<file path="src/rtl/xlat_pkg.sv">
package xlat_pkg;

    localparam int ADDR_W = 32;
    localparam int OFF_W  = 12;
    localparam int VPN_W  = ADDR_W - OFF_W;
    localparam int PPN_W  = 20;

    typedef logic [VPN_W-1:0] vpn_t;
    typedef logic [PPN_W-1:0] ppn_t;

    typedef enum logic [1:0] {
        ACC_LOAD  = 2'd0,
        ACC_STORE = 2'd1,
        ACC_FETCH = 2'd2
    } acc_e;

    // bit 0 valid, 1 read, 2 write, 3 execute, 4 dirty
    typedef struct packed {
        logic d;
        logic x;
        logic w;
        logic r;
        logic v;
    } perm_t;

    typedef struct packed {
        vpn_t  vpn;
        ppn_t  ppn;
        perm_t perm;
    } entry_t;

    function automatic logic access_allowed(perm_t p, acc_e k);
        case (k)
            ACC_LOAD:  return p.r;
            ACC_STORE: return p.w;
            ACC_FETCH: return p.x;
            default:   return 1'b0;
        endcase
    endfunction

    function automatic logic clean_store(perm_t p, acc_e k);
        return (k == ACC_STORE) && p.w && !p.d;
    endfunction

endpackage

</file>
<file path="src/rtl/xlat_cam.sv">
module xlat_cam
    import xlat_pkg::*;
#(
    parameter int N_ENT = 8,
    localparam int IW = (N_ENT > 1) ? $clog2(N_ENT) : 1
) (
    input  logic            clk,
    input  logic            rst,
    input  logic            flush,
    input  vpn_t            look_vpn,
    input  logic            fill_en,
    input  logic [IW-1:0]   fill_idx,
    input  entry_t          fill_entry,
    output logic [N_ENT-1:0] match_vec,
    output logic [IW-1:0]   match_idx,
    output ppn_t            match_ppn,
    output perm_t           match_perm,
    output logic [N_ENT-1:0] valid_vec
);

    entry_t          ent_q [N_ENT];
    logic [N_ENT-1:0] valid_q;

    assign valid_vec = valid_q;

    generate
        for (genvar g = 0; g < N_ENT; g++) begin : g_slot
            assign match_vec[g] = valid_q[g] && (ent_q[g].vpn == look_vpn);

            always_ff @(posedge clk) begin
                if (rst) begin
                    valid_q[g] <= 1'b0;
                    ent_q[g]   <= '0;
                end else if (flush) begin
                    valid_q[g] <= 1'b0;
                end else if (fill_en && (fill_idx == IW'(g))) begin
                    valid_q[g] <= 1'b1;
                    ent_q[g]   <= fill_entry;
                end
            end
        end
    endgenerate

    always_comb begin
        match_idx  = '0;
        match_ppn  = '0;
        match_perm = '0;
        for (int i = 0; i < N_ENT; i++) begin
            if (match_vec[i]) begin
                match_idx  = IW'(i);
                match_ppn  = match_ppn | ent_q[i].ppn;
                match_perm = match_perm | ent_q[i].perm;
            end
        end
    end

    p_flush_clear_r9: assert property (@(posedge clk) disable iff (rst)
        flush |=> (valid_q == '0));

    p_unique_r10: assert property (@(posedge clk) disable iff (rst)
        $onehot0(match_vec));

endmodule

</file>
<file path="src/rtl/xlat_lru.sv">
module xlat_lru #(
    parameter int N_ENT = 8,
    localparam int IW = (N_ENT > 1) ? $clog2(N_ENT) : 1
) (
    input  logic             clk,
    input  logic             rst,
    input  logic             touch_en,
    input  logic [IW-1:0]    touch_idx,
    input  logic [N_ENT-1:0] valid_vec,
    output logic [IW-1:0]    victim_idx
);

    // age 0 = most recent, N_ENT-1 = least recent; ages form a permutation
    logic [IW-1:0] age_q [N_ENT];

    generate
        for (genvar g = 0; g < N_ENT; g++) begin : g_age
            always_ff @(posedge clk) begin
                if (rst) begin
                    age_q[g] <= IW'(g);
                end else if (touch_en) begin
                    if (touch_idx == IW'(g)) begin
                        age_q[g] <= '0;
                    end else if (age_q[g] < age_q[touch_idx]) begin
                        age_q[g] <= age_q[g] + 1'b1;
                    end
                end
            end
        end
    endgenerate

    logic found_free;

    always_comb begin
        victim_idx = '0;
        found_free = 1'b0;
        for (int i = 0; i < N_ENT; i++) begin
            if (!valid_vec[i] && !found_free) begin
                victim_idx = IW'(i);
                found_free = 1'b1;
            end
        end
        if (!found_free) begin
            for (int i = 0; i < N_ENT; i++) begin
                if (age_q[i] == IW'(N_ENT - 1)) victim_idx = IW'(i);
            end
        end
    end

    p_touch_newest_r8: assert property (@(posedge clk) disable iff (rst)
        touch_en |=> (age_q[$past(touch_idx)] == '0));

endmodule

</file>
<file path="src/rtl/xlat_lookaside.sv">
module xlat_lookaside
    import xlat_pkg::*;
#(
    parameter int N_ENT = 8,
    localparam int IW = (N_ENT > 1) ? $clog2(N_ENT) : 1
) (
    input  logic        clk,
    input  logic        rst,
    input  logic        flush,
    input  logic        req_valid,
    output logic        req_ready,
    input  logic [31:0] req_vaddr,
    input  logic [1:0]  req_kind,
    output logic        rsp_done,
    output logic        rsp_fault,
    output logic [31:0] rsp_paddr,
    output logic        walk_req,
    output logic [19:0] walk_vpn,
    output logic [1:0]  walk_kind,
    input  logic        walk_rsp_valid,
    input  logic        walk_rsp_fault,
    input  logic [19:0] walk_rsp_ppn,
    input  logic [4:0]  walk_rsp_perm
);

    typedef enum logic {ST_IDLE, ST_WALK} st_e;

    st_e  state_q;
    vpn_t pend_vpn_q;
    acc_e pend_kind_q;

    vpn_t             look_vpn;
    logic [N_ENT-1:0] match_vec;
    logic [N_ENT-1:0] valid_vec;
    logic [IW-1:0]    match_idx;
    logic [IW-1:0]    victim_idx;
    ppn_t             match_ppn;
    perm_t            match_perm;
    acc_e             kind;
    logic             hit, accept, dirty_miss, perm_bad, start_walk;
    logic             walk_answer, walk_fail, fill_en;
    logic             touch_en;
    logic [IW-1:0]    touch_idx, fill_idx;
    entry_t           fill_entry;

    assign kind     = acc_e'(req_kind);
    assign look_vpn = (state_q == ST_WALK) ? pend_vpn_q : req_vaddr[ADDR_W-1:OFF_W];
    assign hit      = |match_vec;

    assign req_ready  = (state_q == ST_IDLE) && !flush;
    assign accept     = req_valid && req_ready;
    assign perm_bad   = !access_allowed(match_perm, kind);
    assign dirty_miss = clean_store(match_perm, kind);
    assign start_walk = accept && (!hit || dirty_miss);

    assign walk_answer = (state_q == ST_WALK) && walk_rsp_valid;
    assign walk_fail   = walk_answer && walk_rsp_fault;
    assign fill_en     = walk_answer && !walk_rsp_fault && !flush;

    // refill of a page already cached (clean store) reuses its slot
    assign fill_idx   = hit ? match_idx : victim_idx;
    assign fill_entry = '{vpn: pend_vpn_q, ppn: walk_rsp_ppn, perm: perm_t'(walk_rsp_perm)};

    assign touch_en  = fill_en || (accept && hit);
    assign touch_idx = fill_en ? fill_idx : match_idx;

    assign rsp_done  = (accept && hit && !dirty_miss) || walk_fail;
    assign rsp_fault = (accept && hit && perm_bad) || walk_fail;
    assign rsp_paddr = {match_ppn, req_vaddr[OFF_W-1:0]};

    assign walk_req  = (state_q == ST_WALK);
    assign walk_vpn  = pend_vpn_q;
    assign walk_kind = pend_kind_q;

    always_ff @(posedge clk) begin
        if (rst) begin
            state_q     <= ST_IDLE;
            pend_vpn_q  <= '0;
            pend_kind_q <= ACC_LOAD;
        end else begin
            case (state_q)
                ST_IDLE: if (start_walk) begin
                    state_q     <= ST_WALK;
                    pend_vpn_q  <= req_vaddr[ADDR_W-1:OFF_W];
                    pend_kind_q <= kind;
                end
                ST_WALK: if (walk_rsp_valid) state_q <= ST_IDLE;
                default: state_q <= ST_IDLE;
            endcase
        end
    end

    xlat_cam #(.N_ENT(N_ENT)) i_cam (
        .clk        (clk),
        .rst        (rst),
        .flush      (flush),
        .look_vpn   (look_vpn),
        .fill_en    (fill_en),
        .fill_idx   (fill_idx),
        .fill_entry (fill_entry),
        .match_vec  (match_vec),
        .match_idx  (match_idx),
        .match_ppn  (match_ppn),
        .match_perm (match_perm),
        .valid_vec  (valid_vec)
    );

    xlat_lru #(.N_ENT(N_ENT)) i_lru (
        .clk        (clk),
        .rst        (rst),
        .touch_en   (touch_en),
        .touch_idx  (touch_idx),
        .valid_vec  (valid_vec),
        .victim_idx (victim_idx)
    );

    p_start_walk_r3: assert property (@(posedge clk) disable iff (rst)
        (req_valid && req_ready && !rsp_done) |=>
            (walk_req && walk_vpn == $past(req_vaddr[31:12])));

    p_walk_hold_r3: assert property (@(posedge clk) disable iff (rst)
        (walk_req && !walk_rsp_valid) |=>
            (walk_req && $stable(walk_vpn) && $stable(walk_kind)));

    p_stall_r3: assert property (@(posedge clk) disable iff (rst)
        walk_req |-> !req_ready);

    p_fault_not_cached_r6: assert property (@(posedge clk) disable iff (rst)
        (walk_req && walk_rsp_valid && walk_rsp_fault && !flush) |=>
            (valid_vec == $past(valid_vec)));

    p_flush_drops_fill_r9: assert property (@(posedge clk) disable iff (rst)
        (walk_req && walk_rsp_valid && flush) |=> (valid_vec == '0));

endmodule

</file>
<file path="config.mk">
export PLATFORM = sky130hd
export DESIGN_NAME = xlat_lookaside
export DESIGN_NICKNAME = d
export VERILOG_FILES = /design/src/rtl/xlat_pkg.sv /design/src/rtl/xlat_cam.sv /design/src/rtl/xlat_lru.sv /design/src/rtl/xlat_lookaside.sv
export SDC_FILE = /design/constraint.sdc
export NUM_CORES = 1
export LEC_CHECK = 0
export ABC_AREA = 1
export CORE_ASPECT_RATIO = 0.8
export CORE_MARGIN = 2
export CORE_UTILIZATION = 60
export CTS_BUF_LIST = sky130_fd_sc_hd__clkbuf_16
export DETAILED_ROUTE_END_ITERATION = 6
export PLACE_DENSITY = 0.9
export SLEW_MARGIN = 0
export SYNTH_ARGS = -nofsm -noshare
export SYNTH_HDL_FRONTEND = slang
export SYNTH_HIERARCHICAL = 1
export SYNTH_SLANG_ARGS = --single-unit
export TNS_END_PERCENT = 10
</file>
<file path="constraint.sdc">
create_clock -name clk -period 6.9 [get_ports clk]
set_clock_uncertainty 0.15 [all_clocks]
set_input_delay 1.38 -clock clk [delete_from_list [all_inputs] [get_ports clk]]
set_output_delay 1.38 -clock clk [all_outputs]
set_load 0.01 [all_outputs]
</file>
==> results of run 1 <==
[registers in the layout (all words and copies together), names as in the netlist]
name / count
i_lru/age_q: 24
walk_vpn: 20
i_cam/ent_q: 352
i_cam/valid_vec: 8
walk_req: 1
walk_kind: 2
[worst max path at each step]
stage	start	endpoint	slack (ns)	depth (start not counted)
6_report	req_vaddr[28]	rsp_done	0.17	20
5_1_grt	req_vaddr[22]	i_lru/age_q[0][0]$_SDFFCE_PN0P_	0.03	27
4_1_cts	req_vaddr[21]	rsp_done	0.05	22
3_5_place_dp	req_vaddr[30]	i_lru/age_q[0][2]$_SDFFCE_PN0P_	-0.03	26
3_3_place_gp	req_vaddr[30]	rsp_done	0.12	22
2_1_floorplan	req_vaddr[17]	i_lru/age_q[0][0]$_SDFFCE_PN0P_	1.34	26
[routing by layer]
layer	wire length, um	up-vias	track usage (%)
met5	0	-	0
met4	3220	0	17.7
met3	9370	319	10.9
met2	27000	1429	53.3
met1	21100	7983	43.4
li1	-	7540	-
[where the power goes]
part / leakage (nW) / internal (mW) / switching, mW
logic: 4.81 / 0.148 / 0.316
clock network: 0.681 / 1.21 / 0.970
registers: 4.06 / 2.77 / 0.0478
[metrics by stage]
| stage | cells | worst slack, ns | util (%) | hold WS (ns) |
|---|---|---|---|---|
| 2_1_floorplan | 2247 | 1.34 | - | 0.300 |
| 3_3_place_gp | 2727 | 0.124 | 64.8 | 0.322 |
| 3_5_place_dp | 2727 | -0.0350 | 64.8 | 0.337 |
| 4_1_cts | 2801 | 0.0478 | 68.7 | 0.351 |
| 5_1_grt | 2806 | 0.0334 | 68.9 | 0.386 |
| 6_report | 2806 | 0.171 | 68.9 | 0.340 |
[placed cells by master (no fill, tap or decap), types with 9 or more instances in the layout]
cell             count
o21ai_0             62
buf_4               50
clkbuf_16           43
xnor2_1             28
inv_2               24
nand2_1            584
nor3_1              10
o22ai_1             24
nor2_1             541
dfxtp_1             30
edfxtp_1           376
ha_1                32
nand4_1             61
clkdlybuf4s50_1     97
a21oi_1             22
inv_1              164
xor2_1              18
a21oi_2             10
clkinv_1             9
buf_12               9
nand2_2             28
o21ai_1             30
nand3_1             60
[worst register-to-register path: cells and delay by family (launching register included)]
family	cells	cell delay [ns]
buffers and inverters	4	0.80
AO/OA/AOI/OAI	5	1.54
adder cells (fa/ha/maj)	1	0.39
AND/OR/NAND/NOR	18	2.10
flip-flops	1	0.69
[area by class of cell]
class / count / area share, %
inverter: 179 / 2.92
clock inverter: 31 / 1.01
tap: 434 / 2.35
clock buffer: 43 / 4.65
multi-input combinational: 1554 / 30.8
sequential: 407 / 51.5
timing repair buffer: 158 / 6.70
[timing repair]
item | 4_1_cts | 5_1_grt
gates cloned | 0 | 0
resized for setup | 1 | 10
pin swaps | 0 | 1
setup buffers | 0 | 5
setup endpoints to repair | 1 | 31
==> flow_summary.toml, run 1 <==
[timing]
report.final.setup_viol = 0
worst_pin_slew_ns = 1.28
finalMaxSlewViolations = 0
slew_headroom_pct = 14.5
fmax_mhz = 149
min_period_over_period_pct = 97.5
finalHoldViolations = 0
period_needed_ns = 6.73
fin_setup_tns_ns = 0
rsz0062_at_grt = "false"

[cts]
clkSinkCount = 407
cts_buffer_depth = 3
clk_latency_ns = 0.58
cts_tree = "built"
root_buffer = "clkbuf_16"
cts_buffers = 41
hold_buffers = 0
clkTransAtPathRegs_ns = 0.06
htreeDepth = 2

[routing]
vias = 17300
firstDrtPassIters = 7
drc = 0
drt_wl_total_mm = 60.7
drtIter0Drc = 2586
drtAntennaViolNets = 0
wl_per_cell_um = 21.6
viasPerCell = 6.16

[final_layout]
fin_area_um2 = 23100
register_area_um2 = 11900
nNetsFinal = 2438
num-fill-cells = 2315
multi_input_area_um2 = 7130
diodes = 0
drive_gt1_share_pct = 8.64
syn2layout_area_growth_pct = 13.5

[global_routing]
grt_max_degree = 46
grt-ovfl-total = 0
grt_pass1_vias = 17000
grt_pass1_wl_mm = 92.0
track_usage_pct = 34.2
antenna_found_initial = 1

[min_path]
whs_path_depth = 2
hold-path-endpoint = "walk_kind[1]$_SDFFE_PP0P_"
min_from = "walk_kind[1]$_SDFFE_PP0P_"
hold_path.class = "reg2reg"

[run]
maxCapViolCount = 0

[power]
finalPower_mw = 5.47
p_per_area_nw_per_um2 = 236
peakVddDrop_mv = 0.297
power.leakage_nw = 9.55

[worst_setup_path]
critPathKind = "in2out"
cp_common_cell = "nand2_1"
path_max_fanout = 19
crit_path_top_delay_cell = "clkdlybuf4s50_1"
reg2regPathDepth = 28
critPathTopFamily = "simple AND/OR/NAND/NOR gates"
arrival_ns = 5.20
critical_path_buf_inv_count = 6
slowest_delay_ns = 0.49
r2r_slack_ns = 0.94
cp_cell_sequence = "clkdlybuf4s50_1 -> inv_1 -> o21ai_0 -> buf_4 -> xnor2_1 -> nand3_1 -> nor3_4 -> nand3_2 -> inv_2 -> buf_4 -> nand2_1 -> nand2_1 -> nor2_1 -> nand2_1 -> nand2_1 -> nor2_1 -> nand2_2 -> nand3_1 -> o21ai_1 -> clkdlybuf4s50_1"
timing.rr.start = "walk_req$_SDFF_PP0_"
cp-end-kind = "output pin"
start_kind = "input port"
cp.required_ns = 5.37
timing.rr.end = "i_lru/age_q[4][1]$_SDFFCE_PN0P_"

[synthesis]
syn_avg_cell_area_um2 = 9.06
synthCells = 2247
netlist_area_um2 = 20400
yosysWarnings = 6
syn-num-nets = 2344

[floorplan]
dieArea_um2 = 35400
dieWidth_um = 210
num_io_pins = 123
die_h_um = 169
rows = 60
initial_core_util_pct = 60.7
core_um2 = 33600

[placement]
dp_hpwl_mm = 37.5
gp_congestion = 0.993
io_buffers = 97
placed_area_um2 = 21700

[status]
status = "finished clean"
(Power assumes the default switching activity.)
==> inputs of run 2 (changes only) <==
CTS_BUF_LIST = unset   (was sky130_fd_sc_hd__clkbuf_16)
RECOVER_POWER = 25   (was unset)
==> run 2 against run 1 <==
Critical endpoint unchanged. Critical path type unchanged. Sequential power is essentially flat. Fmax grew 0.30%. Global-route usage increased by 0.062 points. Clock power is essentially flat. Core utilization fell by 0.11 points. The flow now finishes with violations (max-capacitance violations, max-slew violations). Critical path depth unchanged. Design area is 0.16% lower. Combinational power is 1% lower. Die area stayed put.
==> flow_summary.toml, run 2 (same netlist as run 1, synthesis figures left out) <==
[worst_setup_path]
cp-end-kind = "output pin"
start_kind = "input port"
critPathTopFamily = "simple AND/OR/NAND/NOR gates"
critPathKind = "in2out"
cp_common_cell = "nand2_1"
cp_cell_sequence = "clkdlybuf4s50_1 -> inv_1 -> o21ai_0 -> buf_4 -> xnor2_1 -> nand3_1 -> nor3_4 -> nand3_1 -> inv_2 -> buf_4 -> nand2_1 -> nand2_1 -> nor2_1 -> nand2_1 -> nand2_1 -> nor2_1 -> nand2_2 -> nand3_1 -> o21ai_1 -> clkdlybuf4s50_1"
critical_path_buf_inv_count = 6
slowest_delay_ns = 0.48
arrival_ns = 5.18
path_max_fanout = 19
cp.required_ns = 5.37
crit_path_top_delay_cell = "clkdlybuf4s50_1"

[routing]
drtAntennaViolNets = 0
wl_per_cell_um = 21.6
drc = 0
viasPerCell = 6.11
firstDrtPassIters = 6
drt_wl_total_mm = 60.5
drtIter0Drc = 2448
vias = 17100

[status]
status = "finished with violations"
violations = "max-capacitance violations, max-slew violations"

[min_path]
hold_path.class = "reg2reg"

[floorplan]
dieWidth_um = 210
die_h_um = 169
rows = 60
initial_core_util_pct = 60.7
core_um2 = 33600
num_io_pins = 123
dieArea_um2 = 35400

[final_layout]
mostFrequentLayoutCell = "nand2_1"
diodes = 0
final_cell_mix = "nand2_1, nor2_1, edfxtp_1"
nNetsFinal = 2438
num-fill-cells = 2328
registers.top_by_ff_count = "i_cam/ent_q"
drive_gt1_share_pct = 8.22
stdcell_count = 2806
fin_area_um2 = 23100
finish.utilization_pct = 68.8
largest_reg_flops = 352
syn2layout_area_growth_pct = 13.3

[power]
internal_power_mw = 4.17
p_per_area_nw_per_um2 = 238
peakVddDrop_mv = 0.297
power.share.clock_pct = 40.3
seq_power_share_pct = 51.3
power.leakage_nw = 9.56
p_comb_share_pct = 8.4
finalPower_mw = 5.50
power_switching_mw = 1.33
switching_share_pct = 24.2

[placement]
dp_hpwl_mm = 37.5
pre_cts_ws_ns = -0.0350
place_inst = 2727
gp_congestion = 0.993
io_buffers = 97
placed_area_um2 = 21700

[cts]
cts_tree = "built"
cts_buffer_depth = 3
cts_buffers = 41
clkTransAtPathRegs_ns = 0.06
htreeDepth = 2
clk_latency_ns = 0.58
root_buffer = "clkbuf_16"
clkSinkCount = 407
hold_buffers = 0

[global_routing]
grt-ovfl-total = 0
grt_pass1_vias = 17000
grt_pass1_wl_mm = 92.1
track_usage_pct = 34.3
grt_max_degree = 46
antenna_found_initial = 1

[timing]
fin_setup_tns_ns = 0
min_period_over_period_pct = 97.2
rsz0062_at_grt = "false"
finalHoldViolations = 0
fmax_mhz = 149
slew_headroom_pct = -35.8
period_needed_ns = 6.71
finalMaxSlewViolations = 46
report.final.setup_viol = 0
worst_pin_slew_ns = 2.04
whs_ns = 0.334
worst_slack_ns = 0.192

[run]
maxCapViolCount = 1
[run 2: cell types whose count changed in the layout (fill, tap and decap cells not counted), moves of 2 or more]
cell and change:
dlygate4sd3_1 +23, clkdlybuf4s50_1 -23, inv_1 -10, clkbuf_8 +2, nand2_1 +9, nand2_2 -9, buf_4 -2, clkinv_1 -2
clkbuf_1 +11
[run 2: path summary, 6_finish.rpt]
kind,from,end,slack [ns],cells past startpoint
hold / removal,walk_kind[1]$_SDFFE_PP0P_,walk_kind[1]$_SDFFE_PP0P_,0.33,2
setup reg to reg,walk_req$_SDFF_PP0_,i_lru/age_q[4][1]$_SDFFCE_PN0P_,0.99,28
hold reg to reg,walk_kind[1]$_SDFFE_PP0P_,walk_kind[1]$_SDFFE_PP0P_,0.33,2
setup / recovery,req_vaddr[28],rsp_done,0.19,20
[run 2: power by group through the flow]
stage | Clock [mW] | Sequential (mW) | Combinational [mW]
after detailed placement | 0 | 2.87 | 0.438
after floorplan | 0 | 2.86 | 0.262
after global routing | 2.31 | 2.83 | 0.482
after CTS | 2.22 | 2.82 | 0.443
after global placement | 0 | 2.86 | 0.426
final | 2.21 | 2.82 | 0.459
[run 2: cell type report]
type | instances | area, um^2 | share of cell area [%]
clock inverters | 19 | 188 | 0.813
multi-input cells | 1554 | 7090 | 30.7
flip-flops and latches | 407 | 11900 | 51.6
clock buffers | 55 | 1140 | 4.94
inverters | 179 | 676 | 2.93
well taps | 434 | 543 | 2.35
repair buffers | 158 | 1530 | 6.63
[run 2: worst min-delay path, delay by kind of cell (launching register included)]
kind / cells / cell delay [ns]
compound gates: 1 / 0.04
flops: 1 / 0.33
simple gates: 1 / 0.08
[run 2: per-layer routing]
layer | GRT usage, % | vias to the layer above | routed length, um
li1 | - | 7535 | -
met1 | 43.8 | 7905 | 20800
met2 | 53.0 | 1374 | 26800
met3 | 10.9 | 327 | 9580
met4 | 17.8 | 0 | 3270
met5 | 0 | - | 0
[run 2: repair_timing]
item / in CTS / in global routing
resized for setup: 1 / 9
pin swaps: 0 / 1
gates cloned: 0 / 0
endpoints found under the setup margin: 1 / 17
setup buffers: 0 / 5
